==> src/rtl/seg_loader_pkg.sv <==
package seg_loader_pkg;

  // Phases of the serial engine
  typedef enum logic [2:0] {
    ST_IDLE  = 3'd0,
    ST_LOW   = 3'd1,
    ST_HIGH  = 3'd2,
    ST_GAP   = 3'd3,
    ST_LATCH = 3'd4
  } eng_state_t;

endpackage

==> src/rtl/seg_half_tick.sv <==
module seg_half_tick #(
  parameter int HALF_DIV = 2
) (
  input  logic clk,
  input  logic rst,
  input  logic run,
  output logic tick
);
  localparam int CW = (HALF_DIV > 1) ? $clog2(HALF_DIV) : 1;
  localparam logic [CW-1:0] TOP = CW'(HALF_DIV - 1);

  logic [CW-1:0] cnt_q;

  always_ff @(posedge clk) begin
    if (rst || !run) begin
      cnt_q <= '0;
    end else if (cnt_q == TOP) begin
      cnt_q <= '0;
    end else begin
      cnt_q <= cnt_q + 1'b1;
    end
  end

  assign tick = run && (cnt_q == TOP);

  AST_CNT_RANGE: assert property (@(posedge clk) disable iff (rst) cnt_q <= TOP);

endmodule

==> src/rtl/seg_frame_slot.sv <==
module seg_frame_slot #(
  parameter int FRAME_W = 96
) (
  input  logic               clk,
  input  logic               rst,
  input  logic               open,
  input  logic               in_valid,
  output logic               in_ready,
  input  logic [FRAME_W-1:0] in_data,
  input  logic               take,
  output logic               full,
  output logic [FRAME_W-1:0] data
);
  logic accept;

  assign in_ready = open && !full;
  assign accept   = in_valid && in_ready;

  always_ff @(posedge clk) begin
    if (rst) begin
      full <= 1'b0;
      data <= '0;
    end else if (take) begin
      full <= 1'b0;
    end else if (accept) begin
      full <= 1'b1;
      data <= in_data;
    end
  end

  AST_HOLD_PENDING: assert property (@(posedge clk) disable iff (rst) (full && !take) |=> (full && $stable(data)));

endmodule

==> src/rtl/seg_shift_engine.sv <==
module seg_shift_engine
  import seg_loader_pkg::*;
#(
  parameter int FRAME_W = 96
) (
  input  logic               clk,
  input  logic               rst,
  input  logic               tick,
  input  logic               slot_full,
  input  logic [FRAME_W-1:0] slot_data,
  output logic               take,
  output logic               run,
  output logic               ser_dat,
  output logic               ser_clk,
  output logic               lat_en,
  output logic               done
);
  localparam int IW = (FRAME_W > 1) ? $clog2(FRAME_W) : 1;
  localparam logic [IW-1:0] LAST = IW'(FRAME_W - 1);

  eng_state_t         state_q;
  logic [FRAME_W-1:0] sh_q;
  logic [IW-1:0]      idx_q;
  logic               ph_q;

  assign take    = (state_q == ST_IDLE) && slot_full;
  assign run     = (state_q != ST_IDLE);
  assign ser_dat = sh_q[FRAME_W-1];

  always_ff @(posedge clk) begin
    if (rst) begin
      state_q <= ST_IDLE;
      sh_q    <= '0;
      idx_q   <= '0;
      ph_q    <= 1'b0;
      ser_clk <= 1'b0;
      lat_en  <= 1'b0;
      done    <= 1'b0;
    end else begin
      done <= 1'b0;
      case (state_q)
        ST_IDLE: begin
          if (slot_full) begin
            sh_q    <= slot_data;
            idx_q   <= '0;
            state_q <= ST_LOW;
          end
        end
        ST_LOW: begin
          if (tick) begin
            ser_clk <= 1'b1;
            state_q <= ST_HIGH;
          end
        end
        ST_HIGH: begin
          if (tick) begin
            ser_clk <= 1'b0;
            if (idx_q == LAST) begin
              state_q <= ST_GAP;
            end else begin
              sh_q    <= {sh_q[FRAME_W-2:0], 1'b0};
              idx_q   <= idx_q + 1'b1;
              state_q <= ST_LOW;
            end
          end
        end
        ST_GAP: begin
          if (tick) begin
            lat_en  <= 1'b1;
            ph_q    <= 1'b0;
            state_q <= ST_LATCH;
          end
        end
        ST_LATCH: begin
          if (tick) begin
            if (!ph_q) begin
              ph_q <= 1'b1;
            end else begin
              lat_en  <= 1'b0;
              done    <= 1'b1;
              state_q <= ST_IDLE;
            end
          end
        end
        default: state_q <= ST_IDLE;
      endcase
    end
  end

  AST_DAT_LOW_ONLY:   assert property (@(posedge clk) disable iff (rst) $changed(ser_dat) |-> !ser_clk);
  AST_RISE_STABLE:    assert property (@(posedge clk) disable iff (rst) $rose(ser_clk) |-> $stable(ser_dat));
  AST_LAT_CLK_LOW:    assert property (@(posedge clk) disable iff (rst) lat_en |-> !ser_clk);
  AST_DONE_AFTER_LAT: assert property (@(posedge clk) disable iff (rst) done |-> (!lat_en && $past(lat_en)));
  AST_BUSY_IN_LAT:    assert property (@(posedge clk) disable iff (rst) lat_en |-> run);
  AST_BIT_RANGE:      assert property (@(posedge clk) disable iff (rst) idx_q <= LAST);

endmodule

==> src/rtl/seg_chain_loader.sv <==
module seg_chain_loader #(
  parameter int FRAME_W  = 96,
  parameter int HALF_DIV = 2
) (
  input  logic               clk,
  input  logic               rst,
  input  logic               frm_valid,
  output logic               frm_ready,
  input  logic [FRAME_W-1:0] frm_data,
  output logic               ser_dat,
  output logic               ser_clk,
  output logic               lat_en,
  output logic               seg_blank,
  output logic               busy,
  output logic               done
);
  logic               tick;
  logic               run;
  logic               take;
  logic               slot_full;
  logic [FRAME_W-1:0] slot_data;

  always_ff @(posedge clk) begin
    if (rst) seg_blank <= 1'b1;
    else     seg_blank <= 1'b0;
  end

  seg_frame_slot #(.FRAME_W(FRAME_W)) u_slot (
    .clk      (clk),
    .rst      (rst),
    .open     (!seg_blank),
    .in_valid (frm_valid),
    .in_ready (frm_ready),
    .in_data  (frm_data),
    .take     (take),
    .full     (slot_full),
    .data     (slot_data)
  );

  seg_half_tick #(.HALF_DIV(HALF_DIV)) u_tick (
    .clk  (clk),
    .rst  (rst),
    .run  (run),
    .tick (tick)
  );

  seg_shift_engine #(.FRAME_W(FRAME_W)) u_eng (
    .clk       (clk),
    .rst       (rst),
    .tick      (tick),
    .slot_full (slot_full),
    .slot_data (slot_data),
    .take      (take),
    .run       (run),
    .ser_dat   (ser_dat),
    .ser_clk   (ser_clk),
    .lat_en    (lat_en),
    .done      (done)
  );

  assign busy = run;

  AST_BLANK_IN_RST: assert property (@(posedge clk) rst |=> seg_blank);
  AST_ACCEPT_CLOSE: assert property (@(posedge clk) disable iff (rst) (frm_valid && frm_ready) |=> !frm_ready);

endmodule

==> config.mk <==
export PLATFORM = sky130hd
export DESIGN_NAME = seg_chain_loader
export DESIGN_NICKNAME = d
export VERILOG_FILES = /design/src/rtl/seg_loader_pkg.sv /design/src/rtl/seg_half_tick.sv /design/src/rtl/seg_frame_slot.sv /design/src/rtl/seg_shift_engine.sv /design/src/rtl/seg_chain_loader.sv
export SDC_FILE = /design/constraint.sdc
export NUM_CORES = 1
export LEC_CHECK = 0
export ABC_AREA = 1
export BUFFER_PORTS_ARGS = -buffer_cell sky130_fd_sc_hd__buf_2
export CAP_MARGIN = 0
export CORE_UTILIZATION = 45
export DETAILED_ROUTE_END_ITERATION = 10
export GPL_TIMING_DRIVEN = 0
export PLACE_DENSITY = 0.73
export SLEW_MARGIN = 10
export SYNTH_ARGS = -nofsm -noshare
export SYNTH_HDL_FRONTEND = slang
export SYNTH_HIERARCHICAL = 1
export SYNTH_SLANG_ARGS = --single-unit
==> constraint.sdc <==
create_clock -name clk -period 1.9 [get_ports clk]
set_input_delay 0.19 -clock clk [delete_from_list [all_inputs] [get_ports clk]]
set_output_delay 0.19 -clock clk [all_outputs]
set_load 0.005 [all_outputs]
==> results.toml, run 1 <==
[power_and_ir_drop]
p_per_area_nw_per_um2 = 1150
peakVddDrop_v = 0.000687
p_leak_uw = 0.00560

[final_layout]
drive_above_1_share_pct = 14.5
fin_area_um2 = 11300
final_cells = 1910
num-nets-final = 1720
syn_to_final_growth_pct = 17.8
diodes = 0

[timing]
fmax_ghz = 0.552
worst_slack_ps = 88.6
period_share_pct = 95.3
fin_skew_ps = 6.90
setup_viol = 0
period_needed_ps = 1810
timing.slew.headroom_pct = 60.5
finalHoldViolCount = 0
slew_violations = 0
worst_pin_slew_ps = 592

[clock_network]
clock_sinks = 209
clk_latency_ps = 490
clock-root-buffer = "clkbuf_16"
cts_tree = "done"
cts.path.max_buffers = 3
htreeDepth = 1
cts_buffers = 22
clk_pin_slew_ps = 60

[critical_path]
cp-start-kind = "register"
path_class = "register to register"
r2r_start = "u_eng/state_q[1]"
critPathCaptureType = "register"
startpoint = "u_eng/state_q[1]"
critPathMaxFanout = 10
cp.required_ps = 2280
cp_data_arrival_time_ps = 2190

[grt]
overflow = 0
grt_start_max_net_pins = 14
grt_pass1_wl_um = 38400
antenna_found_initial = 0
grt_pass1_vias = 8304
grt_usage_pct = 21.0

[synthesis]
synthDistinctLibCells = 23
seq_area_frac_synth_pct = 43.5
syn-num-nets = 1589
yosys_warnings = 6
ys_ff_latch = 209
syn_inst = 1489
avgSynthCellArea_um2 = 6.47
synth.cell_area_um2 = 9630

[detailed_routing]
num_vias = 9067
top_layer = "met4"
vias_per_cell = 4.75
met1_length_um = 10900
drt_iter0_drc = 396
routed_wl_um = 22900
wl_met2_um = 10400
wl_met3_um = 1190
wire_per_inst_um = 12.0
drcViolationCount = 0
ant_nets = 0
dr.pass1.iters = 7

[run_status]
outcome = "finished, final reports clean"

[floorplanning]
dieWidth_um = 148
initial_core_util_pct = 45.8
boundaryPins = 106
die_h_um = 148
row_count = 53
die-area_um2 = 22000
coreArea_um2 = 21000

[placed_design]
dp_slack_ps = -59.6
gp_congestion = 0.844
dp.cells = 1868
dp_hpwl_um = 15800
place_area_um2 = 10500
io_buffer_count = 104

[hold_path]
hp-start = "frm_data[76]"
hold_class = "primary input to register"

[run]
cap_violations = 0
-- repair_timing --
item / CTS / global route
endpoints found under the hold margin: 1 / 0
endpoints found under the setup margin: 130 / 193
gates cloned: 0 / 0
hold buffers: 1 / 0
resized for setup: 4 / 28
pin swaps: 0 / 2
setup buffers: 0 / 3
-- cells in the final DEF (no fill, tap or decap), types with 2 or more instances in the layout --
master,netlist,routed
inv_1,120,119
nor2_1,406,406
nor2_4,2,3
nand4_1,97,97
nand2_2,2,3
clkbuf_16,0,23
a21oi_1,10,10
nand3_1,14,14
dfxtp_1,209,209
buf_4,4,9
clkbuf_8,0,6
o21ai_0,9,9
o21ai_1,96,96
clkinv_2,0,3
clkbuf_4,0,8
nand2_1,407,406
nor3_1,2,2
clkbuf_1,17,19
buf_6,13,14
buf_1,14,9
bufinv_16,0,2
inv_2,5,4
buf_2,55,149
clkbuf_2,2,6
-- state kept, by name, indices dropped and copies added, names as in the netlist --
| register | count |
|---|---|
| u_eng/sh_q | 96 |
| u_slot/data | 96 |
| u_eng/idx_q | 7 |
| u_eng/state_q | 3 |
| seg_blank | 1 |
| u_eng/done | 1 |
| u_eng/lat_en | 1 |
| u_eng/ph_q | 1 |
| u_eng/ser_clk | 1 |
| u_slot/full | 1 |
| u_tick/cnt_q | 1 |
-- area by class of cell --
cell class | count | area, um2
repair buffers | 108 | 553
fillers | 2070 | 9680
clock inverters | 6 | 82.6
inverters | 125 | 477
flip-flops and latches | 209 | 4180
multi-input cells | 1050 | 4400
clock buffers | 33 | 673
plain buffers | 104 | 623
well taps | 275 | 344
-- cell usage after synthesis --
cell type / n / area (um2)
nand2_1: 407 / 1530
nor2_1: 406 / 1520
dfxtp_1: 209 / 4180
inv_1: 120 / 450
nand4_1: 97 / 607
o21ai_1: 96 / 480
buf_2: 55 / 275
clkbuf_1: 17 / 63.8
buf_1: 14 / 52.6
nand3_1: 14 / 70.1
buf_6: 13 / 146
a21oi_1: 10 / 50.1
o21ai_0: 9 / 45.0
inv_2: 5 / 18.8
buf_4: 4 / 30.0
clkbuf_2: 2 / 10.0
nand2_2: 2 / 12.5
nor2_2: 2 / 12.5
nor2_4: 2 / 22.5
nor3_1: 2 / 10.0
ha_1: 1 / 12.5
nand2_4: 1 / 11.3
nand3_2: 1 / 10.0
-- critical path, stage by stage (launching register included) --
cell and delay, ps:
dfxtp_1 300, clkbuf_4 180, inv_1 100, nand2_2 90, nand2_1 60, inv_2 90, nand3_1 90, nand2_2 140
nand2_4 110, buf_8 170, buf_6 140, o21ai_1 160, nor2_1 70
-- layer usage --
| layer | up-vias | track usage [%] |
|---|---|---|
| li1 | 4878 | - |
| met1 | 3986 | 28.0 |
| met2 | 172 | 35.1 |
| met3 | 31 | 3.56 |
| met4 | 0 | 5.62 |
| met5 | - | 0 |
-- path summary, 6_finish.rpt --
check / endpoint / slack [ps] / cells past startpoint
setup / recovery: u_eng/sh_q[91] / 90 / 12
hold / removal: u_slot/data[76] / 8 / 5
setup reg to reg: u_eng/sh_q[91] / 90 / 12
hold reg to reg: u_eng/ph_q / 460 / 2
-- kinds of logic (layout without fill, tap and decap cells) --
group,Yosys count,in the layout,share of synthesized area [%]
DFF,209,209,43.5
AOI/OAI and AO/OA,115,115,5.98
and+or+nand+nor,934,934,39.6
adders and majority gates,1,1,0.130
buffers and inverters,230,376,10.9
-- through the flow --
| step | hold WS (ps) | setup TNS, ps | utilization, % | total power (uW) |
|---|---|---|---|---|
| floorplan | 218 | 0 | - | 7760 |
| global placement | 451 | -40.7 | 49.9 | 8580 |
| detailed placement | 455 | -1050 | 49.9 | 8650 |
| CTS | 2.19 | 0 | 53.6 | 13100 |
| global route | 23.8 | -306 | 53.9 | 13800 |
| finish | 8.01 | 0 | 53.9 | 13000 |
-- power breakdown --
part	total, uW	internal, uW	switching, uW
sequential	5260	4960	298
combinational	3400	1190	2210
clock	4380	2710	1670
total	13000	8870	4180
No activity file was read; power rests on OpenSTA's default activity.
==> run 2, diff against run 1 <==
- ABC_AREA: 1 -> not set
- BUFFER_PORTS_ARGS: -buffer_cell sky130_fd_sc_hd__buf_2 -> -buffer_cell sky130_fd_sc_hd__buf_4
==> run 2 against run 1 <==
Against the previous run:
- the flow now finishes with violations (setup timing)
- die area rose by 1.7%
- synthesized cell count down 37%
- via count shrank 19%
- non-clock buffer count rose by 93
- sequential power decreased by 7.8%
- core utilization is 11 points higher
- area after synthesis grew 1.7%
- clock power is essentially flat
==> results.toml, run 2 <==
[floorplanning]
row_count = 53
dieWidth_um = 150
boundaryPins = 106
die_h_um = 150
initial_core_util_pct = 46.3
die-area_um2 = 22400
coreArea_um2 = 21200

[hold_path]
hold_class = "primary input to register"
min_path_cells = 3

[placed_design]
gp_congestion = 0.747
dp_hpwl_um = 13500
place_area_um2 = 11000
dp.cells = 1325
io_buffer_count = 105

[clock_network]
clk_pin_slew_ps = 60
clk_latency_ps = 510
cts_buffers = 23
htreeDepth = 1
cts.path.max_buffers = 3
clock_sinks = 209
clock-root-buffer = "clkbuf_16"
cts_tree = "done"

[timing]
period_needed_ps = 2230
rsz0062_at_grt = "yes"
fmax_ghz = 0.449
slew_violations = 0
finalHoldViolCount = 0
worst_pin_slew_ps = 903
worst_slack_ps = -327
period_share_pct = 117
setup_viol = 101
timing.slew.headroom_pct = 39.8
fin_skew_ps = 14.9

[final_layout]
reg.largest.list = "u_eng/sh_q (96), u_slot/data (96), u_eng/idx_q (7)"
mostFrequentLayoutCell = "dfxtp_1"
diodes = 0
final_cell_mix = "dfxtp_1, nand2b_1, mux2i_1, buf_4, dlygate4sd3_1"
fin_area_um2 = 13600
num-nets-final = 1294
final_cells = 1483
drive_above_1_share_pct = 33.3
fin_util_pct = 64.5
syn_to_final_growth_pct = 39.4

[run_status]
violations = "setup timing"
outcome = "finished, violations left"

[power_and_ir_drop]
p_per_area_nw_per_um2 = 809
p_switching_uw = 2710
combPwrFrac_pct = 16.2
clkPwrFrac_pct = 39.8
internal_power_uw = 8320
power.total_uw = 11000
p_sw_share_pct = 24.6
peakVddDrop_v = 0.000644
p_leak_uw = 0.00479
p_seq_share_pct = 44.0

[critical_path]
critPathCaptureType = "register"
cp_data_arrival_time_ps = 2590
critPathMaxFanout = 5
path_class = "register to register"
worstPathCellList = "buf_8 -> or3_4 -> and2_4 -> mux2_4 -> o311a_1 -> buf_6 -> buf_16 -> buf_12 -> buf_12 -> nor2_4 -> a211oi_2"
crit_top_cell = "buf_12"
ff2ff_path_depth = 11
cp_slowest_cell = "or3_4"
cp-start-kind = "register"
cp.required_ps = 2270
slowest_delay_ps = 360
r2r_slack_ps = -330

[detailed_routing]
ant_nets = 0
wire_per_inst_um = 15.1
drcViolationCount = 0
dr.pass1.iters = 4
vias_per_cell = 4.96
routed_wl_um = 22500
num_vias = 7361
drt_iter0_drc = 253

[grt]
grt_pass1_wl_um = 36600
grt_pass1_vias = 7415
antenna_found_initial = 0
grt_usage_pct = 20.1
overflow = 0
grt_start_max_net_pins = 14

[synthesis]
ys_ff_latch = 209
synth.cell_area_um2 = 9790
yosys_warnings = 6
synthDistinctLibCells = 42
avgSynthCellArea_um2 = 10.4
synth_ff_type = "dfxtp_1"
synth_area_leader_cell = "dfxtp_1"
async_flop_share_pct = 0
synth_top_area_share_pct = 42.7
seq_area_frac_synth_pct = 42.7
syn_inst = 945
post-synth-top-count-cell = "dfxtp_1"
synth.area.top_cells = "dfxtp_1, mux2i_1, nand2b_1, a211oi_2, nor2_1"
synth_commonest_cells = "dfxtp_1, nand2b_1, mux2i_1"
syn-num-nets = 1045
synth_edf_count = 0

[run]
cap_violations = 0
[run 2: changes by cell type after synthesis, sizes merged, moves of 12 or more]
| cell | before | now |
|---|---|---|
| nand2 | 410 | 8 |
| nor2 | 410 | 104 |
| nand2b | 0 | 192 |
| mux2i | 0 | 191 |
| inv | 125 | 7 |
| nand4 | 97 | 1 |
| o21ai | 105 | 9 |
| a211oi | 0 | 95 |
| buf | 86 | 42 |
| clkbuf | 19 | 39 |
| nand3 | 15 | 3 |
[run 2: worst max-delay path, delay by kind of cell (launching register included)]
kind | cells | cell delay (ps)
buffers and inverters | 5 | 680
AOI/OAI and AO/OA | 2 | 180
muxes | 1 | 260
DFF | 1 | 340
and+or+nand+nor | 3 | 620
[run 2: final cells by class]
| cell class | count | area [um2] |
|---|---|---|
| fill | 1672 | 7510 |
| multi-input combinational | 648 | 5470 |
| sequential | 209 | 4190 |
| timing repair buffer | 228 | 2180 |
| buffer | 77 | 694 |
| clock buffer | 32 | 689 |
| tap | 275 | 344 |
| clock inverter | 7 | 62.6 |
| inverter | 7 | 26.3 |
[run 2: power groups by stage]
stage                     clock, uW  sequential (uW)  combinational (uW)
after global routing           4690             4880                1930
after floorplan                   0             4860                 950
after CTS                      4490             4850                1740
final                          4390             4850                1790
after global placement            0             4900                1280
after detailed placement          0             4910                1300
[run 2: metal layers]
| layer | global-route usage, % | up-vias | wire (um) |
|---|---|---|---|
| met5 | 0 | - | 0 |
| met4 | 4.49 | 0 | 388 |
| met3 | 2.93 | 33 | 663 |
| met2 | 34.1 | 99 | 10700 |
| met1 | 26.9 | 3472 | 10700 |
| li1 | - | 3757 | - |
[run 2: what timing repair did]
item                                    4_1_cts  5_1_grt
resized for setup                           157       19
endpoints found under the hold margin        98        0
gates cloned                                  6        2
hold buffers                                 97        0
pin swaps                                    10        7
buffers inserted                             14        4
endpoints found under the setup margin      104      143
[run 2: final timing paths]
path                          from        endpoint
setup / recovery  u_eng/state_q[1]  u_eng/sh_q[89]
hold reg to reg       u_tick/cnt_q    u_tick/cnt_q
setup reg to reg  u_eng/state_q[1]  u_eng/sh_q[89]
hold / removal           frm_valid     u_slot/full
[run 2: cells by family after synthesis]
group	after synthesis	share of synthesized area [%]
fa+ha+maj	1	0.128
simple gates	329	18.4
mux	192	19.6
buf+inv	88	5.30
compound gates	126	13.8
flops	209	42.7
[run 2: metrics by stage]
stage	setup slack, ps	hold slack [ps]	TNS [ps]
after floorplan	-368	218	-33170
after global placement	-540	351	-49710
after detailed placement	-584	354	-51010
after CTS	-355	19.6	-28610
after global routing	-375	87.3	-30190
final	-327	33.5	-24380
